==> src/rtl/flipidx_link.sv <==
module flipidx_link #(
  parameter int W = 7
) (
  input  logic         clk,
  input  logic         rst_n,
  input  logic         in_valid,
  output logic         in_ready,
  input  logic [W-1:0] in_word,
  output logic         lk_valid,
  output logic         lk_flag,
  output logic [2:0]   lk_idx,
  output logic         lk_last,
  output logic         out_valid,
  input  logic         out_ready,
  output logic [W-1:0] out_word
);
  localparam int CW = $clog2(W + 1);
  localparam logic [2:0] NONE = 3'b111;

  logic         busy, flag_q, dec_first, ov;
  logic [W-1:0] pend, acc, out_q, mask, base, hit, nxt;
  logic [CW-1:0] ones, pend_cnt;
  logic [2:0]   low;
  logic         maj, accept, stall, adv;

  always_comb begin
    ones = '0;
    pend_cnt = '0;
    low = NONE;
    for (int i = 0; i < W; i++) begin
      ones = ones + CW'(in_word[i]);
      pend_cnt = pend_cnt + CW'(pend[i]);
    end
    for (int i = W - 1; i >= 0; i--)
      if (pend[i]) low = 3'(i);
  end

  assign maj    = ones > CW'(W / 2);
  assign mask   = in_word ^ {W{maj}};
  assign accept = in_valid && !busy;
  assign stall  = ov && !out_ready;
  assign adv    = busy && !stall;

  assign in_ready = !busy;
  assign lk_valid = busy;
  assign lk_flag  = flag_q;
  assign lk_idx   = low;
  assign lk_last  = pend_cnt <= CW'(1);

  always_ff @(posedge clk or negedge rst_n) begin
    if (!rst_n) begin
      busy   <= 1'b0;
      pend   <= '0;
      flag_q <= 1'b0;
    end else if (accept) begin
      busy   <= 1'b1;
      pend   <= mask;
      flag_q <= maj;
    end else if (adv) begin
      pend <= pend & (pend - 1'b1);
      if (lk_last) busy <= 1'b0;
    end
  end

  assign base = dec_first ? {W{flag_q}} : acc;
  assign hit  = (low == NONE) ? '0 : ({{(W-1){1'b0}}, 1'b1} << low);
  assign nxt  = base ^ hit;

  always_ff @(posedge clk or negedge rst_n) begin
    if (!rst_n) begin
      acc       <= '0;
      out_q     <= '0;
      ov        <= 1'b0;
      dec_first <= 1'b1;
    end else begin
      if (ov && out_ready) ov <= 1'b0;
      if (adv) begin
        if (lk_last) begin
          out_q     <= nxt;
          ov        <= 1'b1;
          dec_first <= 1'b1;
        end else begin
          acc       <= nxt;
          dec_first <= 1'b0;
        end
      end
    end
  end

  assign out_valid = ov;
  assign out_word  = out_q;
endmodule

==> config.mk <==
export PLATFORM = sky130hd
export DESIGN_NAME = flipidx_link
export DESIGN_NICKNAME = d
export VERILOG_FILES = /design/src/rtl/flipidx_link.sv
export SDC_FILE = /design/constraint.sdc
export NUM_CORES = 1
export LEC_CHECK = 0
export BUFFER_PORTS_ARGS = -buffer_cell sky130_fd_sc_hd__buf_2
export CAP_MARGIN = 5
export CORE_ASPECT_RATIO = 1.4
export CORE_MARGIN = 10
export CORE_UTILIZATION = 40
export DETAILED_ROUTE_END_ITERATION = 7
export SLEW_MARGIN = 20
export SYNTH_ARGS = -nofsm -noshare
export SYNTH_HDL_FRONTEND = slang
export SYNTH_SLANG_ARGS = --single-unit
==> constraint.sdc <==
create_clock -name clk -period 3.12 [get_ports clk]
set_input_delay 0.156 -clock clk [delete_from_list [all_inputs] [get_ports clk]]
set_output_delay 0.156 -clock clk [all_outputs]
set_load 0.01 [all_outputs]
==> results.rst <==
.. list-table::
   :header-rows: 1

   * - Metric
     - Value
   * - Run status
     - completed
   * - Clock Power Share
     - 7.3%
   * - Complex-gate fraction of the synthesized area
     - 12.85%
   * - Setup_tns
     - 0 ns
   * - Die Footprint
     - 6859 um^2
   * - Weighted congestion reported at the end of routability-driven placement
     - 0.7438
   * - Global-route wire length before repair
     - 6003 um
   * - Crit path cell chain
     - inv_2 -> fa_1 -> fa_1 -> inv_1 -> fa_2 -> fa_1 -> nor2_4 -> nand3b_4 -> mux2_4
   * - Number of synthesized flops with an enable pin
     - 0
   * - Simple logic cell fraction of the synthesized area
     - 12.69%
   * - Top-level port count
     - 26
   * - TritonRoute pass-1 iters
     - 4
   * - Depth of the CTS H-tree
     - 1
   * - Post-route total power
     - 2.688 mW
   * - Die width
     - 72.91 um
   * - Number of endpoints with negative hold slack in the final report
     - 0
   * - Adder-cell share of the synthesized area
     - 10.85%
   * - Xor/xnor share of the synthesized area
     - 7.821%
   * - Post-synthesis sequential area ratio
     - 39.98%
   * - Vias after detailed routing
     - 1200
   * - Max-cap check violation count
     - 0
   * - Most Used Layer, Global Route
     - met2
   * - Number of standard cells after synthesis
     - 156
   * - Worst Setup Path Type
     - reg2reg
   * - Number of register bits inferred by synthesis
     - 25
   * - Unrepaired setup endpoints after global routing
     - yes
   * - Sequential standard cell area
     - 628.1 um^2
   * - Placeable Area
     - 3709 um^2
   * - Sum of net half-perimeters after detailed placement
     - 2794 um
   * - Main combinational cell family by area after synthesis
     - compound AO/OA/AOI/OAI gates
   * - Switching portion of total power
     - 44.10%
   * - Clock tree from TritonCTS
     - done
   * - Root buffer cell
     - clkbuf_8
   * - Drt via density
     - 5.217
   * - Power density of the placed cells
     - 1418 nW/um^2
   * - Critical Path End Type
     - flip-flop
   * - Total global routing track utilization
     - 10.98%
   * - Vias in the first global route
     - 1267
   * - CP Data Required Time
     - 3.28 ns
   * - Kind of path behind the tightest hold check
     - in2reg
   * - Number of buffers created by CTS
     - 3
   * - Remaining antenna violation count after routing
     - 0
   * - Power share of the combinational group
     - 68.1%
   * - Leakage power
     - 0.9277 nW
   * - Starting density of the core
     - 42.27%
   * - Met3 track demand over resource
     - 2.751%
   * - Post-Synthesis Cell Area
     - 1568 um^2
   * - Peak fanout along the critical path
     - 5
   * - TritonCTS Sinks
     - 25
   * - Final routed wire length divided by cell count
     - 16.04 um
   * - Pin count of the biggest net entering global routing
     - 26
   * - Kind of start point of the critical path
     - flip-flop
   * - Delay of the slowest cell on the worst path
     - 0.50 ns
   * - Post-detailed-placement cell area
     - 1789 um^2
   * - Number of cell rows
     - 26
   * - CP top delay family
     - adder cells
   * - Combined buffer and inverter count along the critical path
     - 2
   * - Cell with the largest stage delay on the worst path
     - fa_1
   * - Clock period minus worst slack
     - 3.092 ns
   * - Upper clock frequency limit
     - 323.4 MHz
   * - Number of port buffers
     - 25
   * - Distinct cells, synth
     - 37
   * - Sequential cell fraction of total power
     - 24.6%
   * - Total of endpoints with negative setup slack in the final report
     - 0
   * - Met2 capacity usage during global routing
     - 20.00%
   * - Post-synthesis to final-layout area growth
     - 20.91%
   * - Cell internal power dissipation
     - 1.503 mW
   * - Post-detailed-routing wire length
     - 3689 um
   * - Post-synthesis mux area share
     - 8.540%
   * - Number of buffers on the longest clock path
     - 2
   * - Number of nets in the layout
     - 210
   * - Residual DRC count
     - 0
   * - Post-synth net total
     - 177
   * - Number of antenna cells inserted
     - 0
   * - Insertion delay to the later sink of the worst-skew pair
     - 0.27 ns
   * - Asr flop ratio synth
     - 100.0%
   * - Net Sw Power
     - 1.185 mW
   * - Initial antenna violation count
     - 0
   * - Signal arrival time at the worst endpoint
     - 3.25 ns
   * - Share of layout cells above drive strength 1
     - 30.32%
   * - Crit share post-route
     - 99.11%
   * - Core occupancy in the finished layout
     - 51.11%
   * - Actual slew at the worst max-slew pin
     - 0.5750 ns
   * - Die height
     - 94.08 um
   * - Most frequent cell on the critical path
     - fa_1
   * - Drt initial violations
     - 41
   * - Total overflow reported by the global router
     - 0
   * - Primary FF master, synth
     - dfrtp_1
   * - Number of slew-limit violations in the final report
     - 0
   * - Max IR drop VDD
     - 0.7402 mV
   * - Max-slew headroom at the worst pin
     - 61.66%
   * - Total number of yosys warnings
     - 0
   * - Count of filler cells inserted in the layout
     - 358
   * - Final standard cell area without fillers
     - 1896 um^2
   * - Synthesized area divided by synthesized cell count
     - 10.05 um^2
   * - Skew final
     - 0.003670 ns
   * - Met1 routing resource usage after global routing
     - 11.19%
   * - Clock-pin slew on the worst setup and hold paths
     - 0.09 ns
   * - Area occupied by multi-input gates
     - 897.1 um^2
-- layout make-up --
cell class / instances / area share (%)
multi-input combinational: 105 / 47.33
sequential: 25 / 33.14
timing repair buffer: 34 / 10.30
inverter: 20 / 4.092
tap: 42 / 2.772
clock buffer: 4 / 2.376
-- kinds of logic (layout without fill, tap and decap cells) --
logic type | after synthesis | in the layout
xor+xnor | 14 | 14
buf+inv | 27 | 58
simple gates | 36 | 37
mux | 12 | 12
compound gates | 32 | 32
fa+ha+maj | 10 | 10
flops | 25 | 25
-- worst paths after layout --
check,startpoint,end,slack (ns),depth (start not counted)
worst max-delay path,pend[3],acc[4],0.03,9
worst min-delay path,in_valid,lk_valid,0.11,2
worst max register to register,pend[3],acc[4],0.03,9
worst min register to register,out_word[4],out_word[4],0.49,1
max in group asynchronous,rst_n,pend[1],2.31,2
min in group asynchronous,rst_n,out_word[3],0.41,2
-- cells in the mapped netlist (all sizes together), types with 6 or more instances --
| master | count | area (um^2) |
|---|---|---|
| mux2 | 11 | 123.9 |
| nand2 | 13 | 48.80 |
| xnor2 | 10 | 87.58 |
| fa | 6 | 120.1 |
| nand3 | 9 | 45.04 |
| o21ai | 14 | 70.07 |
| dfrtp | 24 | 600.6 |
| buf | 6 | 35.03 |
| a21oi | 7 | 46.30 |
| inv | 20 | 75.07 |
-- sequential cells by signal, summed over array words and instances, names as in the netlist --
| name | flops |
|---|---|
| out_word | 7 |
| out_valid | 1 |
| pend | 7 |
| lk_valid | 1 |
| dec_first | 1 |
| lk_flag | 1 |
| acc | 7 |
-- placed cells by master, fill, tap and decap left out, types with 2 or more instances in the layout --
master    synthesis  layout
ha_1              4       4
o21bai_1          2       2
inv_2             2       3
nor3_1            4       3
nand3_1           9       8
buf_2             4      25
clkbuf_8          0       3
mux2_1           10       4
fa_1              6       5
mux2_4            0       6
inv_1            18      16
nand2_1          13      13
a31oi_1           2       2
xor2_1            4       4
o21ai_1          14      14
nand3b_4          1       2
a21oi_1           6       6
dfrtp_1          24      23
nor2_1            4       3
buf_4             0       8
xnor2_1          10      10
-- power by group through the flow --
| stage | sequential (mW) | clock, mW | combinational [mW] |
|---|---|---|---|
| after global routing | 0.686 | 0.213 | 2.03 |
| after detailed placement | 0.661 | 0 | 1.65 |
| after CTS | 0.656 | 0.198 | 1.70 |
| after global placement | 0.651 | 0 | 1.61 |
| final | 0.662 | 0.196 | 1.83 |
| after floorplan | 0.630 | 0 | 1.29 |
-- worst register-to-register path: stages, from the launching register on --
cell	delay, ns
dfrtp_1	0.37
inv_2	0.06
fa_1	0.49
fa_1	0.49
inv_1	0.05
fa_2	0.34
fa_1	0.50
nor2_4	0.17
nand3b_4	0.21
mux2_4	0.31
-- repair_timing --
action | in CTS | in global routing
hold endpoints to repair | 24 | 0
gates resized for setup | 2 | 2
hold buffers | 1 | 0
pin swaps | 0 | 1
gates cloned | 0 | 1
setup buffers | 0 | 2
setup endpoints to repair | 3 | 16
-- through the flow --
step                      hold WS (ns)  instances  worst slack [ns]
after global routing            0.1174        230           -0.1085
final                           0.1084        230           0.02780
after global placement          0.1796        222           0.07055
after floorplan                -0.1396        156          -0.05049
after CTS                       0.1092        227         -0.003616
after detailed placement        0.1855        222          0.003130
-- layer usage --
layer	wire length, um	up-vias
li1	-	585
met1	1447	589
met2	1987	22
met3	190	4
met4	63	0
met5	0	-
(Power assumes the default switching activity.)
